<file path="config.mk">
export PLATFORM = sky130hd
export DESIGN_NAME = msi_rx_top
export DESIGN_NICKNAME = d
export VERILOG_FILES = /design/src/rtl/msi_rx_pkg.sv /design/src/rtl/msi_rx_regif.sv /design/src/rtl/msi_rx_match.sv /design/src/rtl/msi_rx_grp.sv /design/src/rtl/msi_rx_top.sv
export SDC_FILE = /design/constraint.sdc
export NUM_CORES = 2
export LEC_CHECK = 0
export BUFFER_PORTS_ARGS = -buffer_cell sky130_fd_sc_hd__buf_2
export CELL_PAD_IN_SITES_DETAIL_PLACEMENT = 1
export CELL_PAD_IN_SITES_GLOBAL_PLACEMENT = 1
export CORE_ASPECT_RATIO = 1.25
export CORE_MARGIN = 2
export CORE_UTILIZATION = 45
export DETAILED_ROUTE_END_ITERATION = 10
export GPL_TIMING_DRIVEN = 0
export PLACE_DENSITY_LB_ADDON = 0.1
export SLEW_MARGIN = 20
export SYNTH_ARGS = -nofsm -noshare
export SYNTH_HDL_FRONTEND = slang
export SYNTH_SLANG_ARGS = --single-unit
</file>
<file path="constraint.sdc">
create_clock -name clk_i -period 2.5 [get_ports clk_i]
set_input_delay 0.375 -clock clk_i [delete_from_list [all_inputs] [get_ports clk_i]]
set_output_delay 0.375 -clock clk_i [all_outputs]
set_load 0.02 [all_outputs]
</file>
<file path="src/rtl/msi_rx_pkg.sv">
package msi_rx_pkg;
  localparam int unsigned REG_DW   = 32;
  localparam int unsigned REG_AW   = 8;
  localparam int unsigned GRP_W    = REG_DW;
  localparam int unsigned BIT_W    = $clog2(GRP_W);
  localparam int unsigned MAX_GRPS = 8;

  localparam logic [REG_AW-1:0] ADR_TGT_LO = 8'h00;
  localparam logic [REG_AW-1:0] ADR_TGT_HI = 8'h04;
  localparam int unsigned       GRP_BASE   = 16;
  localparam int unsigned       GRP_STRIDE = 16;

  typedef enum logic [3:0] {
    FLD_EN  = 4'h0,
    FLD_MSK = 4'h4,
    FLD_STS = 4'h8
  } grp_fld_e;

  function automatic logic [REG_AW-1:0] grp_adr(int unsigned g, grp_fld_e f);
    return REG_AW'(GRP_BASE + g * GRP_STRIDE + int'(f));
  endfunction
endpackage

</file>
<file path="src/rtl/msi_rx_regif.sv">
module msi_rx_regif
  import msi_rx_pkg::*;
#(
  parameter int unsigned NUM_GRPS = 8
) (
  input  logic                clk_i,
  input  logic                rst_ni,
  input  logic                req_i,
  input  logic                we_i,
  input  logic [REG_AW-1:0]   addr_i,
  input  logic [REG_DW-1:0]   wdata_i,
  output logic [REG_DW-1:0]   rdata_o,
  output logic [63:0]         tgt_o,
  output logic [NUM_GRPS-1:0] en_we_o,
  output logic [NUM_GRPS-1:0] msk_we_o,
  output logic [NUM_GRPS-1:0] sts_we_o,
  input  logic [GRP_W-1:0]    en_rd_i  [NUM_GRPS],
  input  logic [GRP_W-1:0]    msk_rd_i [NUM_GRPS],
  input  logic [GRP_W-1:0]    sts_rd_i [NUM_GRPS]
);
  localparam int unsigned SLOT_LSB = $clog2(GRP_STRIDE);

  logic                wr;
  logic [NUM_GRPS-1:0] gsel;
  logic [31:0]         tgt_lo_q, tgt_hi_q;

  assign wr    = req_i & we_i;
  assign tgt_o = {tgt_hi_q, tgt_lo_q};

  for (genvar g = 0; g < NUM_GRPS; g++) begin : g_dec
    assign gsel[g]     = addr_i >= grp_adr(g, FLD_EN) &&
                         addr_i <  REG_AW'(grp_adr(g, FLD_EN) + GRP_STRIDE);
    assign en_we_o[g]  = wr & gsel[g] & (addr_i[SLOT_LSB-1:0] == FLD_EN);
    assign msk_we_o[g] = wr & gsel[g] & (addr_i[SLOT_LSB-1:0] == FLD_MSK);
    assign sts_we_o[g] = wr & gsel[g] & (addr_i[SLOT_LSB-1:0] == FLD_STS);
  end

  always_ff @(posedge clk_i or negedge rst_ni) begin
    if (!rst_ni) begin
      tgt_lo_q <= '0;
      tgt_hi_q <= '0;
    end else if (wr) begin
      if (addr_i == ADR_TGT_LO) tgt_lo_q <= wdata_i;
      if (addr_i == ADR_TGT_HI) tgt_hi_q <= wdata_i;
    end
  end

  always_comb begin
    rdata_o = '0;
    if (addr_i == ADR_TGT_LO) rdata_o = tgt_lo_q;
    if (addr_i == ADR_TGT_HI) rdata_o = tgt_hi_q;
    for (int g = 0; g < NUM_GRPS; g++) begin
      if (gsel[g]) begin
        unique case (addr_i[SLOT_LSB-1:0])
          FLD_EN:  rdata_o = en_rd_i[g];
          FLD_MSK: rdata_o = msk_rd_i[g];
          FLD_STS: rdata_o = sts_rd_i[g];
          default: rdata_o = '0;
        endcase
      end
    end
  end
endmodule

</file>
<file path="src/rtl/msi_rx_match.sv">
module msi_rx_match
  import msi_rx_pkg::*;
#(
  parameter int unsigned NUM_GRPS = 8
) (
  input  logic                msg_valid_i,
  input  logic [63:0]         msg_addr_i,
  input  logic [31:0]         msg_data_i,
  input  logic [63:0]         tgt_i,
  output logic [NUM_GRPS-1:0] grp_sel_o,
  output logic [GRP_W-1:0]    bit_sel_o
);
  localparam int unsigned NVEC = NUM_GRPS * GRP_W;

  logic            claim;
  logic [31-BIT_W:0] quot;

  assign claim     = msg_valid_i && (msg_addr_i == tgt_i) && (msg_data_i < 32'(NVEC));
  assign quot      = msg_data_i[31:BIT_W];
  assign bit_sel_o = GRP_W'(1) << msg_data_i[BIT_W-1:0];

  for (genvar g = 0; g < NUM_GRPS; g++) begin : g_sel
    assign grp_sel_o[g] = claim && (quot == (32-BIT_W)'(g));
  end
endmodule

</file>
<file path="src/rtl/msi_rx_grp.sv">
module msi_rx_grp
  import msi_rx_pkg::*;
(
  input  logic             clk_i,
  input  logic             rst_ni,
  input  logic             en_we_i,
  input  logic             msk_we_i,
  input  logic             sts_we_i,
  input  logic [GRP_W-1:0] wdata_i,
  input  logic [GRP_W-1:0] set_i,
  output logic [GRP_W-1:0] en_o,
  output logic [GRP_W-1:0] msk_o,
  output logic [GRP_W-1:0] sts_o,
  output logic             irq_o
);
  logic [GRP_W-1:0] clr, sts_d;

  assign clr   = sts_we_i ? wdata_i : '0;
  // set is applied after clear so a same-cycle message survives
  assign sts_d = (sts_o & ~clr) | (set_i & en_o);
  assign irq_o = |(sts_o & ~msk_o);

  always_ff @(posedge clk_i or negedge rst_ni) begin
    if (!rst_ni) begin
      en_o  <= '0;
      msk_o <= '1;
      sts_o <= '0;
    end else begin
      if (en_we_i)  en_o  <= wdata_i;
      if (msk_we_i) msk_o <= wdata_i;
      sts_o <= sts_d;
    end
  end
endmodule

</file>
<file path="src/rtl/msi_rx_top.sv">
module msi_rx_top
  import msi_rx_pkg::*;
#(
  parameter int unsigned NUM_GRPS = 8
) (
  input  logic                clk_i,
  input  logic                rst_ni,
  input  logic                reg_req_i,
  input  logic                reg_we_i,
  input  logic [7:0]          reg_addr_i,
  input  logic [31:0]         reg_wdata_i,
  output logic [31:0]         reg_rdata_o,
  input  logic                msg_valid_i,
  input  logic [63:0]         msg_addr_i,
  input  logic [31:0]         msg_data_i,
  output logic [NUM_GRPS-1:0] grp_irq_o,
  output logic                irq_shared_o
);
  logic [63:0]         tgt;
  logic [NUM_GRPS-1:0] en_we, msk_we, sts_we, grp_sel;
  logic [GRP_W-1:0]    bit_sel;
  logic [GRP_W-1:0]    en_r  [NUM_GRPS];
  logic [GRP_W-1:0]    msk_r [NUM_GRPS];
  logic [GRP_W-1:0]    sts_r [NUM_GRPS];
  logic [NUM_GRPS*GRP_W-1:0] sts_all;

  msi_rx_regif #(.NUM_GRPS(NUM_GRPS)) u_regif (
    .clk_i    (clk_i),
    .rst_ni   (rst_ni),
    .req_i    (reg_req_i),
    .we_i     (reg_we_i),
    .addr_i   (reg_addr_i),
    .wdata_i  (reg_wdata_i),
    .rdata_o  (reg_rdata_o),
    .tgt_o    (tgt),
    .en_we_o  (en_we),
    .msk_we_o (msk_we),
    .sts_we_o (sts_we),
    .en_rd_i  (en_r),
    .msk_rd_i (msk_r),
    .sts_rd_i (sts_r)
  );

  msi_rx_match #(.NUM_GRPS(NUM_GRPS)) u_match (
    .msg_valid_i (msg_valid_i),
    .msg_addr_i  (msg_addr_i),
    .msg_data_i  (msg_data_i),
    .tgt_i       (tgt),
    .grp_sel_o   (grp_sel),
    .bit_sel_o   (bit_sel)
  );

  for (genvar g = 0; g < NUM_GRPS; g++) begin : g_grp
    msi_rx_grp u_grp (
      .clk_i    (clk_i),
      .rst_ni   (rst_ni),
      .en_we_i  (en_we[g]),
      .msk_we_i (msk_we[g]),
      .sts_we_i (sts_we[g]),
      .wdata_i  (reg_wdata_i),
      .set_i    (grp_sel[g] ? bit_sel : '0),
      .en_o     (en_r[g]),
      .msk_o    (msk_r[g]),
      .sts_o    (sts_r[g]),
      .irq_o    (grp_irq_o[g])
    );
    assign sts_all[g*GRP_W +: GRP_W] = sts_r[g];
  end

  assign irq_shared_o = |grp_irq_o;
endmodule

</file>
==> results of run 1 <==
[per-layer routing]
metal / track usage / GRT overflow
met1: 0.661 / 0
met3: 0.299 / 0
met2: 0.835 / 6
met4: 0.572 / 9
met5: 0.0616 / 0
[cell families after synthesis]
logic type	after synthesis	share of synthesized area
and+or+nand+nor	1175	0.117
AOI/OAI and AO/OA	945	0.135
DFF	832	0.485
muxes	820	0.205
buffers and inverters	547	0.0510
xor gates and xnor gates	35	0.00704
[metrics by stage]
step	setup WS (ps)	hold WS, ps	cell area [µm²]	setup TNS, ps
after floorplan	-97.1	79.4	43600	-97.1
after global placement	-17650	486	46100	-
after detailed placement	-2120	151	46700	-803780
after CTS	-1270	3.87	58600	-61290
[what timing repair did]
item                                   in CTS
setup buffers                             223
hold buffers                               10
endpoints found under the hold margin     109
resized for setup                        1336
cloned                                     22
setup endpoints to repair                 577
pin swaps                                 291
==> metrics.md, run 1 <==
| Metric | Value |
|---|---|
| Status | `stopped before the end` |
| Stop stage | `global routing (5_1_grt)` |
| Error msg | `[ERROR GRT-0116] Global routing finished with congestion. Check the congestion regions in the DRC Viewer.` |
| Commonest cells in the netlist | `700 x nand2_1, 576 x dfrtp_1, 564 x mux2_2` |
| IO Count | `182` |
| Yosys top cell area share | `0.331` |
| Post-Syn Instances | `4,354` |
| Post-synth EDFFs | `0` |
| Syn Nets | `4,495` |
| Synth cell types | `46` |
| Top FF cell, synth | `dfrtp_1` |
| Largest net degree at the start of global routing | `131` |
| CTS HTree Levels | `3` |
| Vias in the first global route | `47,259` |
| PortBufs | `179` |
| Post-synth ARST share | `1.00` |
| Cell with the most instances after synthesis | `nand2_1` |
| Clock root buffer | `clkbuf_16` |
| Initial Util | `0.454` |
| Max Root-Sink Buffers | `3` |
| Clk sinks | `832` |
| Synth area leaders | `dfrtp_1 33%, dfstp_2 15%, mux2_2 15%` |
| Register bit total from synthesis | `832` |
| Vert. Die Dim | `352 µm` |
| Overflow after GRT | `15` |
| Yosys synthesis warning count | `0` |
| Avg Cell Area, Syn | `10.0 µm²` |
| Cell taking the most area after synthesis | `dfrtp_1` |
| Placer Congestion | `1.10` |
| Number of core rows | `127` |
| Dpl cells | `5,842` |
| Total Routing Usage GR | `0.603` |
| CTS Buf Count | `93` |
| Global-route wire length before repair | `406,000 µm` |
| Die width | `282 µm` |
| Mapped Area | `0.0435 mm²` |
| Sequential area share after synthesis | `0.485` |
| Post-DP HPWL | `201,000 µm` |
==> inputs of run 2 (changes only) <==
- CELL_PAD_IN_SITES_DETAIL_PLACEMENT: 1 -> unset
- CELL_PAD_IN_SITES_GLOBAL_PLACEMENT: 1 -> unset
- CORE_ASPECT_RATIO: 1.25 -> unset
- CORE_UTILIZATION: 45 -> 35
- PLACE_DENSITY_LB_ADDON: 0.1 -> 0.15
- clock period: 2.5 -> 3.25 ns (I/O delays scaled with it)
==> run 2 against run 1 <==
  * The flow now finishes, with violations (setup timing)
  * Synthesized cell count unchanged
  * Area after synthesis unchanged
==> metrics.md, run 2 <==
| Metric | Value |
|---|---|
| Status | `finished, violations left` |
| Failing checks | `setup timing` |
| Vert. Die Dim | `357 µm (+1.4%)` |
| Min-delay worst type | `in -> reg` |
| Via/cell ratio | `6.21` |
| Kind of cell adding the most delay to the critical path | `simple AND/OR/NAND/NOR gates` |
| Placer Congestion | `1.05 (-3.8%)` |
| Worst-skew pair later-pin latency | `710 ps` |
| Worst Setup End Kind | `output pin` |
| Commonest cells in the netlist | `700 x nand2_1, 576 x dfrtp_1, 564 x mux2_2` |
| Global-route wire length before repair | `333,000 µm` |
| Commonest non-fill, non-tap cell in the layout | `nand2_1` |
| Syn Nets | `4,495 (unchanged)` |
| Die width | `357 µm (+26%)` |
| Largest net degree at the start of global routing | `127` |
| Vias in the first global route | `38,228` |
| Post-synth EDFFs | `0 (unchanged)` |
| CTS tree | `built` |
| Reg-to-Reg Start | `u_regif.tgt_hi_q[29]` |
| Initial Util | `0.352 (-0.102)` |
| IO Count | `182 (unchanged)` |
| Crit path depth | `7` |
| Final instance area | `0.0536 mm²` |
| Critical Path End | `irq_shared_o` |
| Maximum VDD drop | `0.000394 V` |
| Max-slew violations | `0` |
| Sequential area share after synthesis | `0.485 (unchanged)` |
| RSZ-0062 raised after global routing | `true` |
| Post-synth ARST share | `1.00 (unchanged)` |
| R2R depth | `9` |
| Yosys top cell area share | `0.331 (unchanged)` |
| Worst Setup Start Kind | `flip-flop` |
| Number of core rows | `129 (+1.6%)` |
| WP buf/inv | `1` |
| Share of cells above drive strength 1 | `0.345` |
| Crit-path max FO | `3` |
| WS Path Type | `reg -> out` |
| Post-DP HPWL | `193,000 µm (-4.1%)` |
| Post-placement cell area | `0.0471 mm² (+0.91%)` |
| PwrDens | `457 mW/mm²` |
| Layout area overhead | `23.1%` |
| # nets final | `4,846` |
| Fin. Hold Viols | `0` |
| Post-Route WL | `251,000 µm` |
| End of the worst register-to-register path | `g_grp[6].u_grp.sts_o[29]` |
| Overflow after GRT | `0` |
| Register bit total from synthesis | `832 (unchanged)` |
| PortBufs | `179 (unchanged)` |
| Fillers | `12,142` |
| Crit path largest cell delay | `580 ps` |
| Antenna violations before repair | `12` |
| Mapped Area | `0.0435 mm² (unchanged)` |
| Cell with the most instances after synthesis | `nand2_1` |
| Layout Skew | `29.6 ps` |
| Detail Route Antenna Nets | `0` |
| Max-Cap Viols | `0` |
| Clock root buffer | `clkbuf_16` |
| Yosys synthesis warning count | `0 (unchanged)` |
| Period utilization | `1.27` |
| Cell taking the most area after synthesis | `dfrtp_1` |
| Peak Freq | `243 MHz` |
| CP max stage cell | `or4b_4` |
| Synth area leaders | `dfrtp_1 33%, dfstp_2 15%, mux2_2 15%` |
| Util after Layout | `0.433` |
| Clk sinks | `832 (unchanged)` |
| CTS Buf Count | `99 (+6.5%)` |
| CP required | `2760 ps` |
| Residual DRC | `0` |
| Post-layout minimum cycle time | `4120 ps` |
| Critical path, cell by cell | `nand2b_1 -> o2111ai_4 -> a2111oi_4 -> nand4_1 -> or4_1 -> or4b_4 -> buf_6` |
| Total Routing Usage GR | `0.387` |
| CTS HTree Levels | `3 (unchanged)` |
| Synth cell types | `46 (unchanged)` |
| Largest regs | `g_grp.u_grp.en_o: 256 flops, g_grp.u_grp.msk_o: 256 flops, g_grp.u_grp.sts_o: 256 flops` |
| Power, Total | `24.5 mW` |
| Post-Syn Instances | `4,354 (unchanged)` |
| Max Root-Sink Buffers | `3 (unchanged)` |
| Most frequent cells in the layout | `695 x nand2_1, 576 x dfrtp_1, 564 x mux2_2, 316 x o21ai_0, 256 x dfstp_2` |
| Worst setup path start | `g_grp[0].u_grp.msk_o[5]` |
| FF-to-FF setup slack | `60 ps` |
| Critical Path AT | `3640 ps` |
| DR WL/cell | `39.0 µm` |
| Top FF cell, synth | `dfrtp_1` |
| Leakage | `22.3 nW` |
| Relative slew slack | `0.135` |
| Reg clk slew, reported paths | `60 ps` |
| Avg Cell Area, Syn | `10.0 µm² (unchanged)` |
| Min-delay src | `reg_wdata_i[28]` |
| Die ar. | `0.127 mm²` |
| Slew @ Worst Pin | `1290 ps` |
| Vias | `39,934` |
| Placeable Area | `0.124 mm²` |
| # setup viols final | `90` |
| Router iterations before antenna repair | `6` |
| DRT iter0 DRCs | `5,100` |
| Worst setup margin | `-873 ps` |
run 2: metrics by stage:
step	cells	setup WS (ps)	hold WS [ps]	TNS, ps
floorplan	4354	469	192	0
global placement	6170	-17650	485	-
detailed placement	6190	-1850	479	-293860
CTS	6413	-710	73.4	-1320
global route	6426	-854	83.4	-1760
finish	6429	-873	91.6	-6720
run 2: area by class of cell:
class | instances | area [µm²] | share of cell area
flip-flops and latches | 832 | 21100 | 0.394
clock buffers | 147 | 3000 | 0.0560
diodes | 3 | 7.51 | 0.000140
plain buffers | 324 | 2400 | 0.0449
multi-input cells | 2975 | 21900 | 0.409
well taps | 1637 | 2050 | 0.0382
inverters | 219 | 822 | 0.0153
clock inverters | 38 | 343 | 0.00640
repair buffers | 254 | 1930 | 0.0360
run 2: worst min-delay path by stage:
stage	endpoint	slack, ps	depth (start not counted)
global placement	g_grp[5].u_grp.sts_o[31]	480	2
floorplan	g_grp[0].u_grp.en_o[0]	190	0
detailed placement	g_grp[2].u_grp.en_o[15]	480	1
finish	g_grp[4].u_grp.msk_o[28]	90	2
global route	g_grp[4].u_grp.en_o[28]	80	2
CTS	g_grp[4].u_grp.msk_o[28]	70	2
run 2: cell families (layout without fill, tap and decap cells):
logic type,count (synthesis),in the layout,share of synthesized area
and+or+nand+nor,1175,1175,0.117
buffers and inverters,547,982,0.0510
AOI/OAI and AO/OA,945,945,0.135
other,0,3,0
xor gates and xnor gates,35,35,0.00704
DFF,832,832,0.485
muxes,820,820,0.205
run 2: per-layer routing:
metal  wire (µm)  global-route usage  vias up
met5          22                   0        -
met4       21600               0.276        4
met3       26000               0.102      689
met2      104000               0.556     2572
met1       99100               0.505    20468
li1            -                   -    16201
run 2: repair_timing:
action	4_1_cts	5_1_grt
endpoints found under the hold margin	65	0
hold buffers	1	0
buffers inserted	37	14
cloned	2	1
resized for setup	523	107
setup endpoints to repair	288	207
pin swaps	41	26
run 2: report_power, final:
part	total [mW]	switching, mW	internal [mW]
clock network	11.6	4.86	6.77
registers	10.9	0.252	10.6
logic	1.97	1.39	0.571
Power figures use the tool's default switching activity.
